### config.mk
export PLATFORM = sky130hd
export DESIGN_NAME = buscyc_initiator
export DESIGN_NICKNAME = d
export VERILOG_FILES = /design/src/rtl/buscyc_pkg.sv /design/src/rtl/buscyc_regs.sv /design/src/rtl/buscyc_seq.sv /design/src/rtl/buscyc_initiator.sv
export SDC_FILE = /design/constraint.sdc
export NUM_CORES = 1
export LEC_CHECK = 0
export BUFFER_PORTS_ARGS = -buffer_cell sky130_fd_sc_hd__buf_4
export CAP_MARGIN = 25
export CORE_MARGIN = 2
export CORE_UTILIZATION = 60
export DETAILED_ROUTE_END_ITERATION = 8
export GPL_TIMING_DRIVEN = 0
export PLACE_DENSITY = 0.83
export SYNTH_ARGS = -nofsm -noshare
export SYNTH_HDL_FRONTEND = slang
export SYNTH_SLANG_ARGS = --single-unit
export TNS_END_PERCENT = 1
### constraint.sdc
create_clock -name clk -period 5.2 [get_ports clk]
set_clock_uncertainty 0.1 [all_clocks]
set_input_delay 0.26 -clock clk [delete_from_list [all_inputs] [get_ports clk]]
set_output_delay 0.26 -clock clk [all_outputs]
set_load 0.01 [all_outputs]
### src/rtl/buscyc_pkg.sv
package buscyc_pkg;

    localparam int REG_AW = 3;

    typedef enum logic [1:0] {
        PH_IDLE = 2'd0,
        PH_ADDR = 2'd1,
        PH_DATA = 2'd2
    } phase_e;

    localparam logic [REG_AW-1:0] OFS_IEN      = 3'd0;
    localparam logic [REG_AW-1:0] OFS_STAT     = 3'd1;
    localparam logic [REG_AW-1:0] OFS_CFG_ADDR = 3'd2;
    localparam logic [REG_AW-1:0] OFS_CFG_DATA = 3'd3;
    localparam logic [REG_AW-1:0] OFS_CFG_CTL  = 3'd4;
    localparam logic [REG_AW-1:0] OFS_IO_ADDR  = 3'd5;
    localparam logic [REG_AW-1:0] OFS_IO_DATA  = 3'd6;
    localparam logic [REG_AW-1:0] OFS_IO_CTL   = 3'd7;

    localparam int ST_CFG_BUSY = 0;
    localparam int ST_IO_BUSY  = 1;
    localparam int ST_CFG_DONE = 2;
    localparam int ST_IO_DONE  = 3;
    localparam int ST_COLL     = 4;
    localparam int ST_TMO      = 5;

    localparam logic [3:0] CMD_CFG_RD = 4'b1010;
    localparam logic [3:0] CMD_CFG_WR = 4'b1011;
    localparam logic [3:0] CMD_IO_RD  = 4'b0010;
    localparam logic [3:0] CMD_IO_WR  = 4'b0011;

endpackage

### src/rtl/buscyc_regs.sv
module buscyc_regs
    import buscyc_pkg::*;
#(
    parameter int DATA_W = 32
) (
    input  logic                clk,
    input  logic                rst_n,
    input  logic                cpu_wr,
    input  logic [REG_AW-1:0]   cpu_addr,
    input  logic [DATA_W-1:0]   cpu_wdata,
    output logic [DATA_W-1:0]   cpu_rdata,
    output logic                irq,
    output logic                launch,
    output logic                launch_io,
    output logic [DATA_W-1:0]   launch_addr,
    output logic [DATA_W-1:0]   launch_data,
    input  logic                cmpl_valid,
    input  logic                cmpl_tmo,
    input  logic                cmpl_rd,
    input  logic [DATA_W-1:0]   cmpl_rdata
);

    localparam int ST_W = ST_TMO + 1;

    typedef struct packed {
        logic              ien;
        logic [DATA_W-1:0] cfg_addr;
        logic [DATA_W-1:0] cfg_data;
        logic [DATA_W-1:0] io_addr;
        logic [DATA_W-1:0] io_data;
        logic              cfg_busy;
        logic              io_busy;
        logic              cfg_done;
        logic              io_done;
        logic              coll;
        logic              tmo;
    } regs_t;

    regs_t regs_d, regs_q;
    logic  any_busy;
    logic [ST_W-1:0] stat_word;

    always_comb begin
        regs_d    = regs_q;
        launch    = 1'b0;
        launch_io = 1'b0;
        any_busy  = regs_q.cfg_busy | regs_q.io_busy;

        if (cpu_wr) begin
            case (cpu_addr)
                OFS_IEN:      regs_d.ien = cpu_wdata[0];
                OFS_STAT: begin
                    if (cpu_wdata[ST_CFG_DONE]) regs_d.cfg_done = 1'b0;
                    if (cpu_wdata[ST_IO_DONE])  regs_d.io_done  = 1'b0;
                    if (cpu_wdata[ST_COLL])     regs_d.coll     = 1'b0;
                    if (cpu_wdata[ST_TMO])      regs_d.tmo      = 1'b0;
                end
                OFS_CFG_ADDR: regs_d.cfg_addr = cpu_wdata;
                OFS_CFG_DATA: regs_d.cfg_data = cpu_wdata;
                OFS_IO_ADDR:  regs_d.io_addr  = cpu_wdata;
                OFS_IO_DATA:  regs_d.io_data  = cpu_wdata;
                OFS_CFG_CTL, OFS_IO_CTL: begin
                    if (any_busy) begin
                        regs_d.coll = 1'b1;
                    end else begin
                        launch    = 1'b1;
                        launch_io = (cpu_addr == OFS_IO_CTL);
                        if (launch_io) regs_d.io_busy  = 1'b1;
                        else           regs_d.cfg_busy = 1'b1;
                    end
                end
                default: ;
            endcase
        end

        // completion is applied last so it wins over a same-clock clear or data write
        if (cmpl_valid) begin
            if (regs_q.io_busy) begin
                regs_d.io_busy = 1'b0;
                regs_d.io_done = 1'b1;
                if (cmpl_rd && !cmpl_tmo) regs_d.io_data = cmpl_rdata;
            end else begin
                regs_d.cfg_busy = 1'b0;
                regs_d.cfg_done = 1'b1;
                if (cmpl_rd && !cmpl_tmo) regs_d.cfg_data = cmpl_rdata;
            end
            if (cmpl_tmo) regs_d.tmo = 1'b1;
        end
    end

    always_ff @(posedge clk or negedge rst_n) begin
        if (!rst_n) regs_q <= '0;
        else        regs_q <= regs_d;
    end

    assign launch_addr = launch_io ? regs_q.io_addr : regs_q.cfg_addr;
    assign launch_data = launch_io ? regs_q.io_data : regs_q.cfg_data;

    assign stat_word = {regs_q.tmo, regs_q.coll, regs_q.io_done,
                        regs_q.cfg_done, regs_q.io_busy, regs_q.cfg_busy};

    always_comb begin
        case (cpu_addr)
            OFS_IEN:      cpu_rdata = {{(DATA_W-1){1'b0}}, regs_q.ien};
            OFS_STAT:     cpu_rdata = {{(DATA_W-ST_W){1'b0}}, stat_word};
            OFS_CFG_ADDR: cpu_rdata = regs_q.cfg_addr;
            OFS_CFG_DATA: cpu_rdata = regs_q.cfg_data;
            OFS_IO_ADDR:  cpu_rdata = regs_q.io_addr;
            OFS_IO_DATA:  cpu_rdata = regs_q.io_data;
            default:      cpu_rdata = '0;
        endcase
    end

    assign irq = regs_q.ien & (regs_q.cfg_done | regs_q.io_done);

    // the two spaces never hold a transaction at the same time
    p_one_space_r8: assert property (@(posedge clk) disable iff (!rst_n)
        !(regs_q.cfg_busy && regs_q.io_busy));

    // a trigger while busy leaves the error flag set
    p_refuse_sets_err_r8: assert property (@(posedge clk) disable iff (!rst_n)
        (cpu_wr && (cpu_addr == OFS_CFG_CTL || cpu_addr == OFS_IO_CTL) && any_busy)
        |=> regs_q.coll);

    // an accepted trigger is visible as busy on the next clock
    p_launch_busy_r2: assert property (@(posedge clk) disable iff (!rst_n)
        launch |=> (regs_q.cfg_busy || regs_q.io_busy));

    // a completion always leaves a done flag and no busy flag
    p_cmpl_done_r5: assert property (@(posedge clk) disable iff (!rst_n)
        cmpl_valid |=> ((regs_q.cfg_done || regs_q.io_done)
                        && !regs_q.cfg_busy && !regs_q.io_busy));

    // a write-one clear without a racing completion removes the flag
    p_w1c_clear_r6: assert property (@(posedge clk) disable iff (!rst_n)
        (cpu_wr && cpu_addr == OFS_STAT && cpu_wdata[ST_CFG_DONE] && !cmpl_valid)
        |=> !regs_q.cfg_done);

endmodule

### src/rtl/buscyc_seq.sv
module buscyc_seq
    import buscyc_pkg::*;
#(
    parameter int DATA_W  = 32,
    parameter int DEV_N   = 21,
    parameter int TMO_CYC = 16
) (
    input  logic                clk,
    input  logic                rst_n,
    input  logic                launch,
    input  logic                launch_io,
    input  logic [DATA_W-1:0]   launch_addr,
    input  logic [DATA_W-1:0]   launch_data,
    input  logic [DATA_W/8:0]   launch_ctl,
    output logic                cmpl_valid,
    output logic                cmpl_tmo,
    output logic                cmpl_rd,
    output logic [DATA_W-1:0]   cmpl_rdata,
    output logic [DATA_W-1:0]   bus_ad_out,
    output logic                bus_ad_oe,
    input  logic [DATA_W-1:0]   bus_ad_in,
    output logic [DATA_W/8-1:0] bus_cbe_n,
    output logic                bus_frame_n,
    output logic                bus_irdy_n,
    input  logic                bus_trdy_n,
    output logic [DEV_N-1:0]    bus_idsel
);

    localparam int BE_W  = DATA_W / 8;
    localparam int RD_B  = BE_W;
    localparam int CNT_W = (TMO_CYC > 1) ? $clog2(TMO_CYC) : 1;
    localparam logic [CNT_W-1:0] LAST_W = CNT_W'(TMO_CYC - 1);

    typedef struct packed {
        phase_e            phase;
        logic              is_io;
        logic              is_rd;
        logic [DATA_W-1:0] addr;
        logic [DATA_W-1:0] data;
        logic [BE_W-1:0]   be;
        logic [CNT_W-1:0]  wcnt;
    } seq_t;

    seq_t seq_d, seq_q;
    logic [3:0] cmd;

    always_comb begin
        seq_d      = seq_q;
        cmpl_valid = 1'b0;
        cmpl_tmo   = 1'b0;
        case (seq_q.phase)
            PH_IDLE: begin
                if (launch) begin
                    seq_d.phase = PH_ADDR;
                    seq_d.is_io = launch_io;
                    seq_d.is_rd = launch_ctl[RD_B];
                    seq_d.be    = launch_ctl[BE_W-1:0];
                    seq_d.addr  = launch_addr;
                    seq_d.data  = launch_data;
                end
            end
            PH_ADDR: begin
                seq_d.phase = PH_DATA;
                seq_d.wcnt  = '0;
            end
            PH_DATA: begin
                if (!bus_trdy_n) begin
                    cmpl_valid  = 1'b1;
                    seq_d.phase = PH_IDLE;
                end else if (seq_q.wcnt == LAST_W) begin
                    cmpl_valid  = 1'b1;
                    cmpl_tmo    = 1'b1;
                    seq_d.phase = PH_IDLE;
                end else begin
                    seq_d.wcnt = seq_q.wcnt + 1'b1;
                end
            end
            default: seq_d.phase = PH_IDLE;
        endcase
    end

    always_ff @(posedge clk or negedge rst_n) begin
        if (!rst_n) seq_q <= '0;
        else        seq_q <= seq_d;
    end

    assign cmpl_rd    = seq_q.is_rd;
    assign cmpl_rdata = bus_ad_in;

    always_comb begin
        case ({seq_q.is_io, seq_q.is_rd})
            2'b01:   cmd = CMD_CFG_RD;
            2'b00:   cmd = CMD_CFG_WR;
            2'b11:   cmd = CMD_IO_RD;
            default: cmd = CMD_IO_WR;
        endcase
    end

    always_comb begin
        bus_frame_n = 1'b1;
        bus_irdy_n  = 1'b1;
        bus_cbe_n   = '1;
        bus_ad_out  = '0;
        bus_ad_oe   = 1'b0;
        bus_idsel   = '0;
        case (seq_q.phase)
            PH_ADDR: begin
                bus_frame_n = 1'b0;
                bus_ad_oe   = 1'b1;
                bus_cbe_n   = BE_W'(cmd);
                if (seq_q.is_io) begin
                    bus_ad_out = seq_q.addr;
                end else begin
                    bus_ad_out = {seq_q.addr[DATA_W-1:2], 2'b00};
                    bus_idsel  = seq_q.addr[DATA_W-1 -: DEV_N];
                end
            end
            PH_DATA: begin
                bus_irdy_n = 1'b0;
                bus_cbe_n  = seq_q.be;
                bus_ad_oe  = !seq_q.is_rd;
                bus_ad_out = seq_q.is_rd ? '0 : seq_q.data;
            end
            default: ;
        endcase
    end

    // the frame strobe lasts one clock and is followed by the data phase
    p_frame_once_r3: assert property (@(posedge clk) disable iff (!rst_n)
        !bus_frame_n |=> (bus_frame_n && !bus_irdy_n));

    // device selects are only driven inside the address clock
    p_idsel_addr_only_r10: assert property (@(posedge clk) disable iff (!rst_n)
        (|bus_idsel) |-> !bus_frame_n);

    // while the target is not ready and the limit is not hit, the data phase holds
    p_wait_hold_r3: assert property (@(posedge clk) disable iff (!rst_n)
        (!bus_irdy_n && bus_trdy_n && !cmpl_tmo)
        |=> (!bus_irdy_n && $stable(bus_cbe_n) && $stable(bus_ad_out)));

    // after completion the bus is released
    p_cmpl_idle_r5: assert property (@(posedge clk) disable iff (!rst_n)
        cmpl_valid |=> (bus_irdy_n && bus_frame_n && !bus_ad_oe));

    // the wait limit only ends a data phase whose target stayed not ready
    p_tmo_cause_r9: assert property (@(posedge clk) disable iff (!rst_n)
        cmpl_tmo |-> (bus_trdy_n && !bus_irdy_n));

endmodule

### src/rtl/buscyc_initiator.sv
module buscyc_initiator
    import buscyc_pkg::*;
#(
    parameter int DATA_W  = 32,
    parameter int DEV_LSB = 11,
    parameter int TMO_CYC = 16,
    localparam int BE_W   = DATA_W / 8,
    localparam int DEV_N  = DATA_W - DEV_LSB
) (
    input  logic              clk,
    input  logic              rst_n,
    input  logic              cpu_wr,
    input  logic [REG_AW-1:0] cpu_addr,
    input  logic [DATA_W-1:0] cpu_wdata,
    output logic [DATA_W-1:0] cpu_rdata,
    output logic              irq,
    output logic [DATA_W-1:0] bus_ad_out,
    output logic              bus_ad_oe,
    input  logic [DATA_W-1:0] bus_ad_in,
    output logic [BE_W-1:0]   bus_cbe_n,
    output logic              bus_frame_n,
    output logic              bus_irdy_n,
    input  logic              bus_trdy_n,
    output logic [DEV_N-1:0]  bus_idsel
);

    logic              launch;
    logic              launch_io;
    logic [DATA_W-1:0] launch_addr;
    logic [DATA_W-1:0] launch_data;
    logic              cmpl_valid;
    logic              cmpl_tmo;
    logic              cmpl_rd;
    logic [DATA_W-1:0] cmpl_rdata;

    buscyc_regs #(
        .DATA_W (DATA_W)
    ) u_regs (
        .clk         (clk),
        .rst_n       (rst_n),
        .cpu_wr      (cpu_wr),
        .cpu_addr    (cpu_addr),
        .cpu_wdata   (cpu_wdata),
        .cpu_rdata   (cpu_rdata),
        .irq         (irq),
        .launch      (launch),
        .launch_io   (launch_io),
        .launch_addr (launch_addr),
        .launch_data (launch_data),
        .cmpl_valid  (cmpl_valid),
        .cmpl_tmo    (cmpl_tmo),
        .cmpl_rd     (cmpl_rd),
        .cmpl_rdata  (cmpl_rdata)
    );

    buscyc_seq #(
        .DATA_W  (DATA_W),
        .DEV_N   (DEV_N),
        .TMO_CYC (TMO_CYC)
    ) u_seq (
        .clk         (clk),
        .rst_n       (rst_n),
        .launch      (launch),
        .launch_io   (launch_io),
        .launch_addr (launch_addr),
        .launch_data (launch_data),
        .launch_ctl  (cpu_wdata[BE_W:0]),
        .cmpl_valid  (cmpl_valid),
        .cmpl_tmo    (cmpl_tmo),
        .cmpl_rd     (cmpl_rd),
        .cmpl_rdata  (cmpl_rdata),
        .bus_ad_out  (bus_ad_out),
        .bus_ad_oe   (bus_ad_oe),
        .bus_ad_in   (bus_ad_in),
        .bus_cbe_n   (bus_cbe_n),
        .bus_frame_n (bus_frame_n),
        .bus_irdy_n  (bus_irdy_n),
        .bus_trdy_n  (bus_trdy_n),
        .bus_idsel   (bus_idsel)
    );

endmodule

# --- Word level (Yosys, flattened, before mapping) ---
# Index checks and enable logic that the tools add are counted.
totals:
  ff_bits: 211
  latchBits: 0
  mem_bits_rw: 0
  mem_bits_ro: 0
  in_bits: 71
  output_inout_bits: 93
  wordCells: 115
  mem_count: 0
op_classes:
  n_addsub: 1
  mul: 0
  div: 0
  order_cmp: 0
  n_eq_ne: 18
  n_shift: 0
  muxes: 59
  n_bitwise: 3
  reduce_logical: 16
ops:
  columns: ["operator", "n"]
  rows:
  - ["$mux W32", 11]
  - ["$pmux W32 S6", 1]
  - ["$mux W102", 1]
  - ["$mux W72", 1]
  - ["$pmux W32 S2", 1]
  - ["$mux W21", 2]
  - ["$mux W36", 1]
  - ["$mux W1", 27]
  - ["$pmux W4 S2", 2]
  - ["$eq A3 B3 Y1 const B", 4]
  - ["$mux W2", 6]
  - ["$pmux W4 S3", 1]
  - ["$reduce_and A2 Y1", 5]
  - ["$mux W4", 2]
  - ["$ne A2 B2 Y1 const B", 4]
  - ["$eq A3 B2 Y1 const B", 2]
  - ["$pmux W2 S3", 1]
  - ["$add A4 B1 Y4 const B", 1]
  - ["$eq A2 B1 Y1 const B", 2]
  - ["$eq A2 B2 Y1 const B", 2]
  - ["$eq A4 B4 Y1 const B", 1]
  - ["$logic_not A2 Y1", 2]
  - ["$pmux W1 S2", 2]
  - ["$reduce_and A4 Y1", 1]
  - ["other kinds (11)", 14]

# --- Depth between registers and ports, before layout ---
# Gate-level depths: netlist of the first run.
depth:
  depth_word: 9
  ltp_mapped: 8
  mapped_depth_nobuf: 5

# --- By module ---
# A second synthesis of the first run with hierarchy kept.
unflattened:
  hier_cells: 989
  area_unflattened_um2: 11772.5
by_module_without_submodules:
  columns: ["mod", "n_inst", "cells_per_inst", "area_each_um2", "seq_area_each_um2"]
  rows:
  - ["buscyc_regs", 1, 654, 7776.2, 3378.2]
  - ["buscyc_seq", 1, 335, 3996.3, 1901.8]

# --- Least setup slack after synthesis of the first run ---
# No wires, ideal clock.
synth_path:
  kind: "register to output"
  startpoint: "register u_seq.seq_q[74] in the netlist's numbering"
  endpoint: "output bus_ad_out[14]"
  arrival_ns: 1.643
  required_ns: 4.840
  path_slack_ns: 3.197
  path_stages_with_launch: 9
  n_path_buf: 3
  cell_sequence: "dfrtp_1 -> inv_1 -> ha_1 -> clkbuf_1 -> nor2b_1 -> clkbuf_1 -> buf_2 -> a22oi_1 -> nor2b_1"
synth_between:
  elab_chain_len: 2
  word_cells_on_any_way: 3
  cone_classes: "eq/ne: 2; mux: 1"
synth_rtl:
  columns: ["item", "line", "source"]
  rows:
  - ["start: declaration", "buscyc_seq.sv:44", "seq_t seq_d, seq_q;"]
  - ["start signal: assignment", "buscyc_seq.sv:84", "else seq_q <= seq_d;"]
  - ["$eq A2 B2 Y1 or $eq A2 B1 Y1 (tied branches)", "buscyc_seq.sv:106", "case (seq_q.phase)"]
  - ["$pmux W32 S2 *", "buscyc_seq.sv:106", null]
  - ["end: declaration", "buscyc_initiator.sv:17", "output logic [DATA_W-1:0] bus_ad_out,"]
# Mark *: on every way between the ends. The rest lies on a longest branch, timed or not.

# --- Worst setup path after layout of the first run ---
layout_path:
  startpoint: "register u_seq.seq_q[74] in the netlist's numbering"
  endpoint: "output bus_ad_out[1]"
# The elaborated chain is that of the path after synthesis.

==> flow_metrics.tcl, run 1 <==
set metrics [dict create \
    ys_seq_area_frac 0.458 \
    path_clk_slew_ns 0.06 \
    rows 50 \
    ys.flop_type "dfrtp_1" \
    cts-resized-gates 0 \
    yosysMostFrequentCell "dfrtp_1" \
    ctsHoldBuffers 82 \
    worst_pin_slew_ns 0.898 \
    grt_pass1_vias 9748 \
    wl_mm 35.1 \
    pin_count 164 \
    post_cts_buffers 0 \
    io_buffers 161 \
    yosysTopAreaCellShare 0.458 \
    max_slew_margin 0.402 \
    p_seq_frac 0.410 \
    rrSetupSlack_ns 2.45 \
    clkPwrFrac 0.243 \
    max-clock-path-buffers 3 \
    yosys_warnings 0 \
    coreArea_sq_mm 0.0188 \
    via_per_inst 6.28 \
    hpwl_mm 22.1 \
    r2r_start "u_seq.seq_q[74]" \
    dr.pass1.iters 5 \
    fillers 1197 \
    min_period_over_period 0.657 \
    dieWidth_um 143 \
    clk_latency_ns 0.51 \
    nNetsFinal 1295 \
    grt_use_total 0.347 \
    power_density_mw_per_mm2 472 \
    cts.sinks 211 \
    synth_area_leader_cell "dfrtp_1" \
    synth_edf_count 0 \
    p_int_mw 4.67 \
    antenna_found_initial 0 \
    leakagePower_nw 6.87 \
    hp-class "in2reg" \
    overflow 0 \
    min_delay_path_depth 3 \
    syn_area_sq_mm 0.0115 \
    avgSynthCellArea_sq_um 12.1 \
    hold_start "bus_trdy_n" \
    die_height_um 143 \
    rsz0062_at_grt "no" \
    fin_setup_tns_ns 0 \
    h-tree-depth 1 \
    gp_congestion 0.844 \
    synthTopCellsByCount "211 x dfrtp_1, 130 x mux2_2, 103 x mux2i_1" \
    criticalPathCategory "reg2out" \
    syn-num-nets 1026 \
    synth_cells 951 \
    initial_core_util 0.614 \
    post_drt_wl_per_cell_um 23.9 \
    p_sw_mw 2.24 \
    ys_ff_latch 211 \
    fmax_mhz 293 \
    ys_types 46 \
    status "finished clean" \
    remaining_drc_errors 0 \
    regArea_sq_mm 0.00528 \
    drv_cap 0 \
    cts_made_buffers 23 \
    cp.arrival_ns 3.06 \
    grt_max_degree 127 \
    async_flop_share 1.00 \
    setup_viol 0 \
    cp_data_required_time_ns 4.84 \
    drtIter0Drc 700 \
    multi_input_area_sq_mm 0.00574 \
    layout-drive-gt1-share 0.360 \
    end_kind "output pin" \
    cts_tree "yes" \
    period_minus_slack_ns 3.42 \
    die-area_sq_mm 0.0203 \
    slew_viol_final 0 \
    path_max_fanout 10 \
    peakVddDrop_mv 0.314 \
    root_buffer "clkbuf_16" \
    synthTopCellsByArea "dfrtp_1 46%, mux2_2 13%, mux2_4 9.1%, mux2i_1 8.9%, o2bb2ai_1 2.7%" \
    switching_share 0.324 \
    reg2regPathDepth 7 \
    vias 9213 \
    r2r_end "u_regs.regs_q[90]" \
    grt_pass1_wl_mm 54.0 \
    p_comb_frac 0.347 \
    holdPathEnd "u_seq.seq_q[2]" \
    finalHoldViolations 0 \
    timing.hold.ws_ns 0.0236 \
    insertedDiodeCount 0 \
    ant_nets 0 \
    areaGrowthSynthToFinish_pct 27.1 \
    start_kind "register" \
]
## per-layer routing
layer,share of wire,track usage
met4,0.036,0.140
met2,0.48,0.582
met1,0.40,0.444
met3,0.081,0.0670
met5,0,0
## flip-flops by register name (all words and copies together), names as in the netlist
register       flops
u_regs.regs_q    135
u_seq.cmpl_rd      1
u_seq.seq_q       75
## critical path, stage by stage, from the launching register on
cell      delay [ns]
dfrtp_1         0.38
inv_1           0.10
ha_1            0.18
clkbuf_1        0.34
nor2b_1         0.19
clkbuf_1        0.39
buf_2           0.42
a32oi_1         0.09
nor2b_1         0.28
buf_4           0.18
## cell families (layout without fill, tap and decap cells)
| group | after synthesis | after routing | share of synthesized area |
|---|---|---|---|
| multiplexers | 303 | 303 | 0.308 |
| flip-flops | 211 | 211 | 0.458 |
| AO/OA/AOI/OAI | 182 | 182 | 0.111 |
| AND/OR/NAND/NOR | 167 | 167 | 0.0742 |
| buffers and inverters | 83 | 366 | 0.0435 |
| adder cells (fa/ha/maj) | 4 | 4 | 0.00434 |
| XOR/XNOR | 1 | 1 | 0.00141 |
## per-stage QoR
step	instance area [sq um]	util	cells	power (mW)	setup slack [ns]
2_1_floorplan	11500	-	951	4.21	3.20
3_3_place_gp	13000	0.694	1346	4.90	2.27
3_5_place_dp	13100	0.696	1347	5.01	2.40
4_1_cts	14600	0.781	1468	6.83	1.86
5_1_grt	14600	0.781	1468	7.20	1.62
6_report	14600	0.781	1468	6.91	1.79
## power by group through the flow
stage	combinational (mW)	sequential, mW	clock, mW
floorplan	1.58	2.63	0
global placement	2.13	2.77	0
detailed placement	2.20	2.81	0
CTS	2.36	2.80	1.67
global route	2.56	2.90	1.75
finish	2.40	2.83	1.68
## cells in the final DEF (no fill, tap or decap), types with 4 or more instances in the layout
| master | instances |
|---|---|
| a21oi_1 | 39 |
| ha_1 | 4 |
| and2_1 | 24 |
| mux2i_1 | 103 |
| a22oi_1 | 30 |
| mux2_2 | 130 |
| buf_12 | 7 |
| o21ai_0 | 33 |
| nand2_1 | 46 |
| nor2b_1 | 37 |
| nand3_1 | 5 |
| buf_2 | 28 |
| dlygate4sd3_1 | 82 |
| clkbuf_1 | 38 |
| nor2_1 | 35 |
| clkbuf_16 | 23 |
| inv_1 | 6 |
| o2bb2ai_1 | 36 |
| dfrtp_1 | 211 |
| mux2_4 | 70 |
| clkbuf_8 | 7 |
| a22o_1 | 28 |
| nor3_1 | 5 |
| buf_4 | 166 |
## cell type report
type                       count  share of cell area
timing repair buffer         244               0.141
multi-input combinational    657               0.392
tap                          234              0.0200
clock inverter                 4             0.00521
buffer                        77              0.0327
inverter                       6             0.00154
clock buffer                  35              0.0471
sequential                   211               0.360
## how the worst max path moves through the flow
stage	endpoint	slack [ns]	from
floorplan	bus_ad_out[14]	3.20	u_seq.seq_q[74]
global placement	u_regs.regs_q[108]	2.27	rst_n
detailed placement	bus_ad_out[1]	2.40	u_seq.seq_q[74]
CTS	bus_ad_out[1]	1.86	u_seq.seq_q[74]
global route	bus_ad_out[1]	1.62	u_seq.seq_q[74]
finish	bus_ad_out[1]	1.79	u_seq.seq_q[74]
No activity file was read; power rests on OpenSTA's default activity.
==> inputs of run 2 (changes only) <==
- CORE_UTILIZATION: 60 -> 52
- PLACE_DENSITY: 0.83 -> 0.76
- clock period: 5.2 -> 3 ns (I/O delays scaled with it)
==> run 2 against run 1 <==
Final cell count rose by 4.4%. Non-clock buffer count rose by 18. Via count fell by 1.5%. Sequential power rose by 71%. Setup slack got worse by 1.7 ns. Register-to-register slack got worse by 2.4 ns. Core utilization fell by 9.6 points. Clock power rose by 71%. Count of clock-buffer cells in the layout fell by 4. Critical path type is now reg2reg. Critical endpoint is now u_regs.regs_q[87]. Highest routed layer unchanged.
==> flow_metrics.tcl, run 2 (synthesis gave the netlist of run 1 again) <==
set metrics [dict create \
    h-tree-depth 1 \
    p_seq_frac 0.403 \
    path_clk_slew_ns 0.06 \
    switching_share 0.322 \
    dieWidth_um 153 \
    grt_max_degree 122 \
    most-common-layout-cells "211 x dfrtp_1, 168 x buf_4, 130 x mux2_2" \
    slew_viol_final 0 \
    holdPathEnd "u_regs.regs_q[134]" \
    leakagePower_nw 6.98 \
    rsz0062_at_grt "yes" \
    cts_tree "yes" \
    peakVddDrop_mv 0.438 \
    hold_start "cpu_addr[2]" \
    period_minus_slack_ns 2.95 \
    r2r_start "u_seq.seq_q[74]" \
    setup_viol 0 \
    hp-class "in2reg" \
    mostFrequentLayoutCell "dfrtp_1" \
    fin_setup_tns_ns 0 \
    rows 54 \
    p_sw_mw 3.87 \
    post_drt_wl_per_cell_um 22.8 \
    vias 9071 \
    root_buffer "clkbuf_16" \
    criticalPathCategory "reg2reg" \
    fillers 1662 \
    cts.sinks 211 \
    remaining_drc_errors 0 \
    finalWorstSetupSlack_ns 0.0508 \
    grt_pass1_vias 9395 \
    grt_busiest_layer "met2" \
    fin_area_sq_mm 0.0149 \
    clkPwrFrac 0.239 \
    cts_made_buffers 23 \
    min_period_over_period 0.983 \
    die-area_sq_mm 0.0234 \
    drv_cap 0 \
    gp_congestion 0.850 \
    crit_start "u_seq.seq_q[74]" \
    fmax_mhz 339 \
    initial_core_util 0.530 \
    coreArea_sq_mm 0.0218 \
    overflow 0 \
    areaGrowthSynthToFinish_pct 29.2 \
    power_mw 12.0 \
    min_delay_path_depth 4 \
    r2r_end "u_regs.regs_q[87]" \
    io_buffers 161 \
    worst_pin_slew_ns 0.785 \
    dp_slack_ns 0.333 \
    drtIter0Drc 714 \
    hpwl_mm 22.4 \
    rrSetupSlack_ns 0.05 \
    via_per_inst 5.92 \
    path_max_fanout 11 \
    post_cts_buffers 0 \
    die_height_um 153 \
    finalHoldViolations 0 \
    insertedDiodeCount 0 \
    power_density_mw_per_mm2 809 \
    met1_usage 0.403 \
    cp.arrival_ns 3.31 \
    placedInstanceArea_sq_mm 0.0131 \
    grt_use_total 0.296 \
    ant_nets 0 \
    grt_pass1_wl_mm 54.4 \
    top_register "u_regs.regs_q" \
    instances_no_fill 1533 \
    start_kind "register" \
    nNetsFinal 1313 \
    max_slew_margin 0.477 \
    antenna_found_initial 0 \
    pin_count 164 \
    use_met3 0.0411 \
    cp_data_required_time_ns 3.36 \
    placedCellCount 1393 \
    p_comb_frac 0.359 \
    layout-drive-gt1-share 0.362 \
    clk_latency_ns 0.52 \
    p_int_mw 8.17 \
    largest_reg_flops 135 \
    status "finished clean" \
    reg2regPathDepth 8 \
    end_kind "register" \
    dr.pass1.iters 5 \
    max-clock-path-buffers 3 \
    grtUsageMet2 0.486 \
    wl_mm 35.0 \
]
[run 2: cell count changes in the layout (fill, tap and decap cells not counted), sizes merged]
cell | before | now
clkinv | 0 | 6
clkinvlp | 1 | 0
clkbuf | 68 | 63
dlygate4sd3 | 82 | 101
[run 2: routing by layer]
metal	wire, um	up-vias	share of wire
li1	-	4029	-
met1	14700	4584	0.42
met2	16900	376	0.48
met3	2290	82	0.065
met4	1130	0	0.032
met5	0	-	0
[run 2: how the worst max path moves through the flow]
stage,end,slack (ns),cells after the start
finish,u_regs.regs_q[87],0.05,8
global route,u_regs.regs_q[82],-0.12,8
CTS,bus_ad_out[30],0.07,8
detailed placement,bus_ad_out[30],0.33,7
global placement,u_regs.regs_q[12],0.13,1
floorplan,bus_ad_out[14],1.11,8
[run 2: layout make-up]
type | instances | area, sq um | area share
Clock buffer | 31 | 646 | 0.0434
Inverter | 6 | 22.5 | 0.00151
Clock inverter | 9 | 98.8 | 0.00664
Buffer | 76 | 489 | 0.0329
Tap cell | 280 | 350 | 0.0235
Timing Repair Buffer | 263 | 2250 | 0.151
Multi-Input combinational cell | 657 | 5750 | 0.386
Sequential cell | 211 | 5280 | 0.355
[run 2: timing repair]
action	4_1_cts	5_1_grt
endpoints found under the setup margin	42	34
hold endpoints to repair	234	0
gates resized for setup	8	4
hold buffers	101	0
gates cloned	0	0
[run 2: worst max-delay path, cell delays in order, from the launching register on]
cell and delay [ns]:
dfrtp_1 0.38, inv_1 0.10, ha_2 0.31, nor4bb_1 0.30
buf_2 0.30, clkbuf_1 0.55, nand2_1 0.14, o21ai_0 0.12
dlygate4sd3_1 0.57
[run 2: power groups by stage]
stage | sequential (mW) | combinational [mW] | clock, mW
2_1_floorplan | 4.56 | 2.73 | 0
3_3_place_gp | 4.80 | 3.73 | 0
3_5_place_dp | 4.84 | 3.84 | 0
4_1_cts | 4.82 | 4.26 | 2.88
5_1_grt | 4.98 | 4.62 | 3.01
6_report | 4.85 | 4.32 | 2.87
[run 2: metrics by stage]
stage               hold slack (ns)   util
floorplan                    -0.246      -
global placement              0.264  0.601
detailed placement            0.116  0.603
CTS                          0.0672  0.684
global route                  0.115  0.684
finish                       0.0791  0.684
==> inputs of run 3 (changes only) <==
- CORE_UTILIZATION: 52 -> 29
- PLACE_DENSITY: 0.76 -> default
==> run 3 against run 2 <==
Cell area increased by 3.3%. Clock power increased by 15%. Hold slack got worse by 0.0014 ns. Count of clock-buffer cells in the layout increased by 4. Die area increased by 77%. Core utilization decreased by 29 points. Non-clock buffer count increased by 1. Sequential power about the same. Final cell count increased by 16%. Register-to-register slack improved by 0.04 ns. Largest cell class unchanged. Critical path depth decreased by 1.
==> flow_metrics.tcl, run 3 (synthesis gave the netlist of run 1 again) <==
set metrics [dict create \
    leakagePower_nw 7.07 \
    insertedDiodeCount 0 \
    die-area_sq_mm 0.0414 \
    fin_util 0.390 \
    criticalPathCategory "reg2reg" \
    power_mw 12.5 \
    pin_count 164 \
    antenna_found_initial 0 \
    cts.sinks 211 \
    slew_viol_final 0 \
    hold_start "cpu_addr[2]" \
    cts_tree "yes" \
    clk_latency_ns 0.53 \
    fmax_mhz 344 \
    end_kind "register" \
    period_minus_slack_ns 2.91 \
    cts_made_buffers 25 \
    most-common-layout-cells "211 x dfrtp_1, 169 x buf_4, 130 x mux2_2" \
    grt_pass1_wl_mm 59.3 \
    timing.hold.ws_ns 0.0777 \
    largest_reg_flops 135 \
    r2r_start "u_seq.seq_q[74]" \
    nNetsFinal 1316 \
    path_clk_slew_ns 0.06 \
    rsz0062_at_grt "yes" \
    h-tree-depth 1 \
    wl_mm 39.8 \
    holdPathEnd "u_regs.regs_q[134]" \
    peakVddDrop_mv 0.355 \
    min_delay_path_depth 4 \
    cp.arrival_ns 3.22 \
    areaGrowthSynthToFinish_pct 33.4 \
    die_height_um 203 \
    grt_use_total 0.190 \
    coreArea_sq_mm 0.0395 \
    hp-class "in2reg" \
    mostFrequentLayoutCell "dfrtp_1" \
    placedCellCount 1639 \
    grt_pass1_vias 9279 \
    ant_nets 0 \
    reg2regPathDepth 7 \
    drtIter0Drc 614 \
    overflow 0 \
    cp_data_required_time_ns 3.31 \
    multi_input_area_sq_mm 0.00575 \
    gp_congestion 0.775 \
    rrSetupSlack_ns 0.09 \
    top_register "u_regs.regs_q" \
    layout-drive-gt1-share 0.370 \
    setup_viol 0 \
    finalHoldViolations 0 \
    fillers 3894 \
    r2r_end "u_regs.regs_q[78]" \
    rows 73 \
    start_kind "register" \
    regArea_sq_mm 0.00528 \
    dr.pass1.iters 5 \
    root_buffer "clkbuf_16" \
    hpwl_mm 27.1 \
    remaining_drc_errors 0 \
    via_per_inst 5.01 \
    worst_pin_slew_ns 0.837 \
    path_max_fanout 11 \
    instances_no_fill 1785 \
    min_period_over_period 0.969 \
    io_buffers 161 \
    max_slew_margin 0.442 \
    dieWidth_um 203 \
    power_density_mw_per_mm2 814 \
    max-clock-path-buffers 3 \
    status "finished clean" \
    initial_core_util 0.292 \
    grt_max_degree 111 \
    post_drt_wl_per_cell_um 22.3 \
    vias 8943 \
    drv_cap 0 \
]
==> run 3: how the worst max path moves through the flow <==
stage                         to       startpoint  slack [ns]
2_1_floorplan     bus_ad_out[14]  u_seq.seq_q[74]        1.11
3_3_place_gp   u_regs.regs_q[13]            rst_n        0.01
3_5_place_dp      bus_ad_out[31]  u_seq.seq_q[74]        0.18
4_1_cts             bus_idsel[2]  u_seq.seq_q[75]       0.002
5_1_grt        u_regs.regs_q[80]  u_seq.seq_q[74]       -0.02
6_report       u_regs.regs_q[78]  u_seq.seq_q[74]        0.09
==> run 3: worst max-delay path: stages (launching register included) <==
cell and delay, ns:
dfrtp_1 0.38, inv_1 0.11, ha_2 0.31, nor4bb_1 0.28, buf_2 0.30, clkbuf_1 0.53
o21ai_0 0.20, dlygate4sd3_1 0.59
==> run 3: cell type report <==
| type | instances | share of cell area |
|---|---|---|
| multi-input combinational | 657 | 0.374 |
| sequential | 211 | 0.343 |
| timing repair buffer | 264 | 0.148 |
| clock buffer | 35 | 0.0477 |
| tap | 525 | 0.0427 |
| buffer | 76 | 0.0322 |
| clock inverter | 11 | 0.0105 |
| inverter | 6 | 0.00146 |
==> run 3: power by group <==
| part | switching [mW] | internal (mW) | total, mW |
|---|---|---|---|
| clock network | 1.26 | 2.04 | 3.31 |
| registers | 0.874 | 3.97 | 4.85 |
| logic | 1.83 | 2.53 | 4.36 |
| total | 3.97 | 8.55 | 12.5 |
==> run 3: stage by stage <==
step	worst slack, ns	cell area, sq um	TNS (ns)
detailed placement	0.179	13500	0
global route	-0.0175	15400	-0.0611
finish	0.0930	15400	0
floorplan	1.11	11500	0
global placement	0.0118	13400	0
CTS	0.00210	15400	0
==> run 3: timing repair <==
action / 4_1_cts / 5_1_grt
gates resized for setup: 10 / 11
setup endpoints to repair: 39 / 35
hold buffers: 101 / 0
buffers inserted: 0 / 0
cloned: 0 / 0
endpoints found under the hold margin: 270 / 0
==> run 3: routing by layer <==
layer  vias up  global-route usage  share of wire
met5         -                   0              0
met4         0              0.0480          0.025
met3        51              0.0289          0.049
met2       249               0.313           0.47
met1      4605               0.263           0.45
li1       4038                   -              -
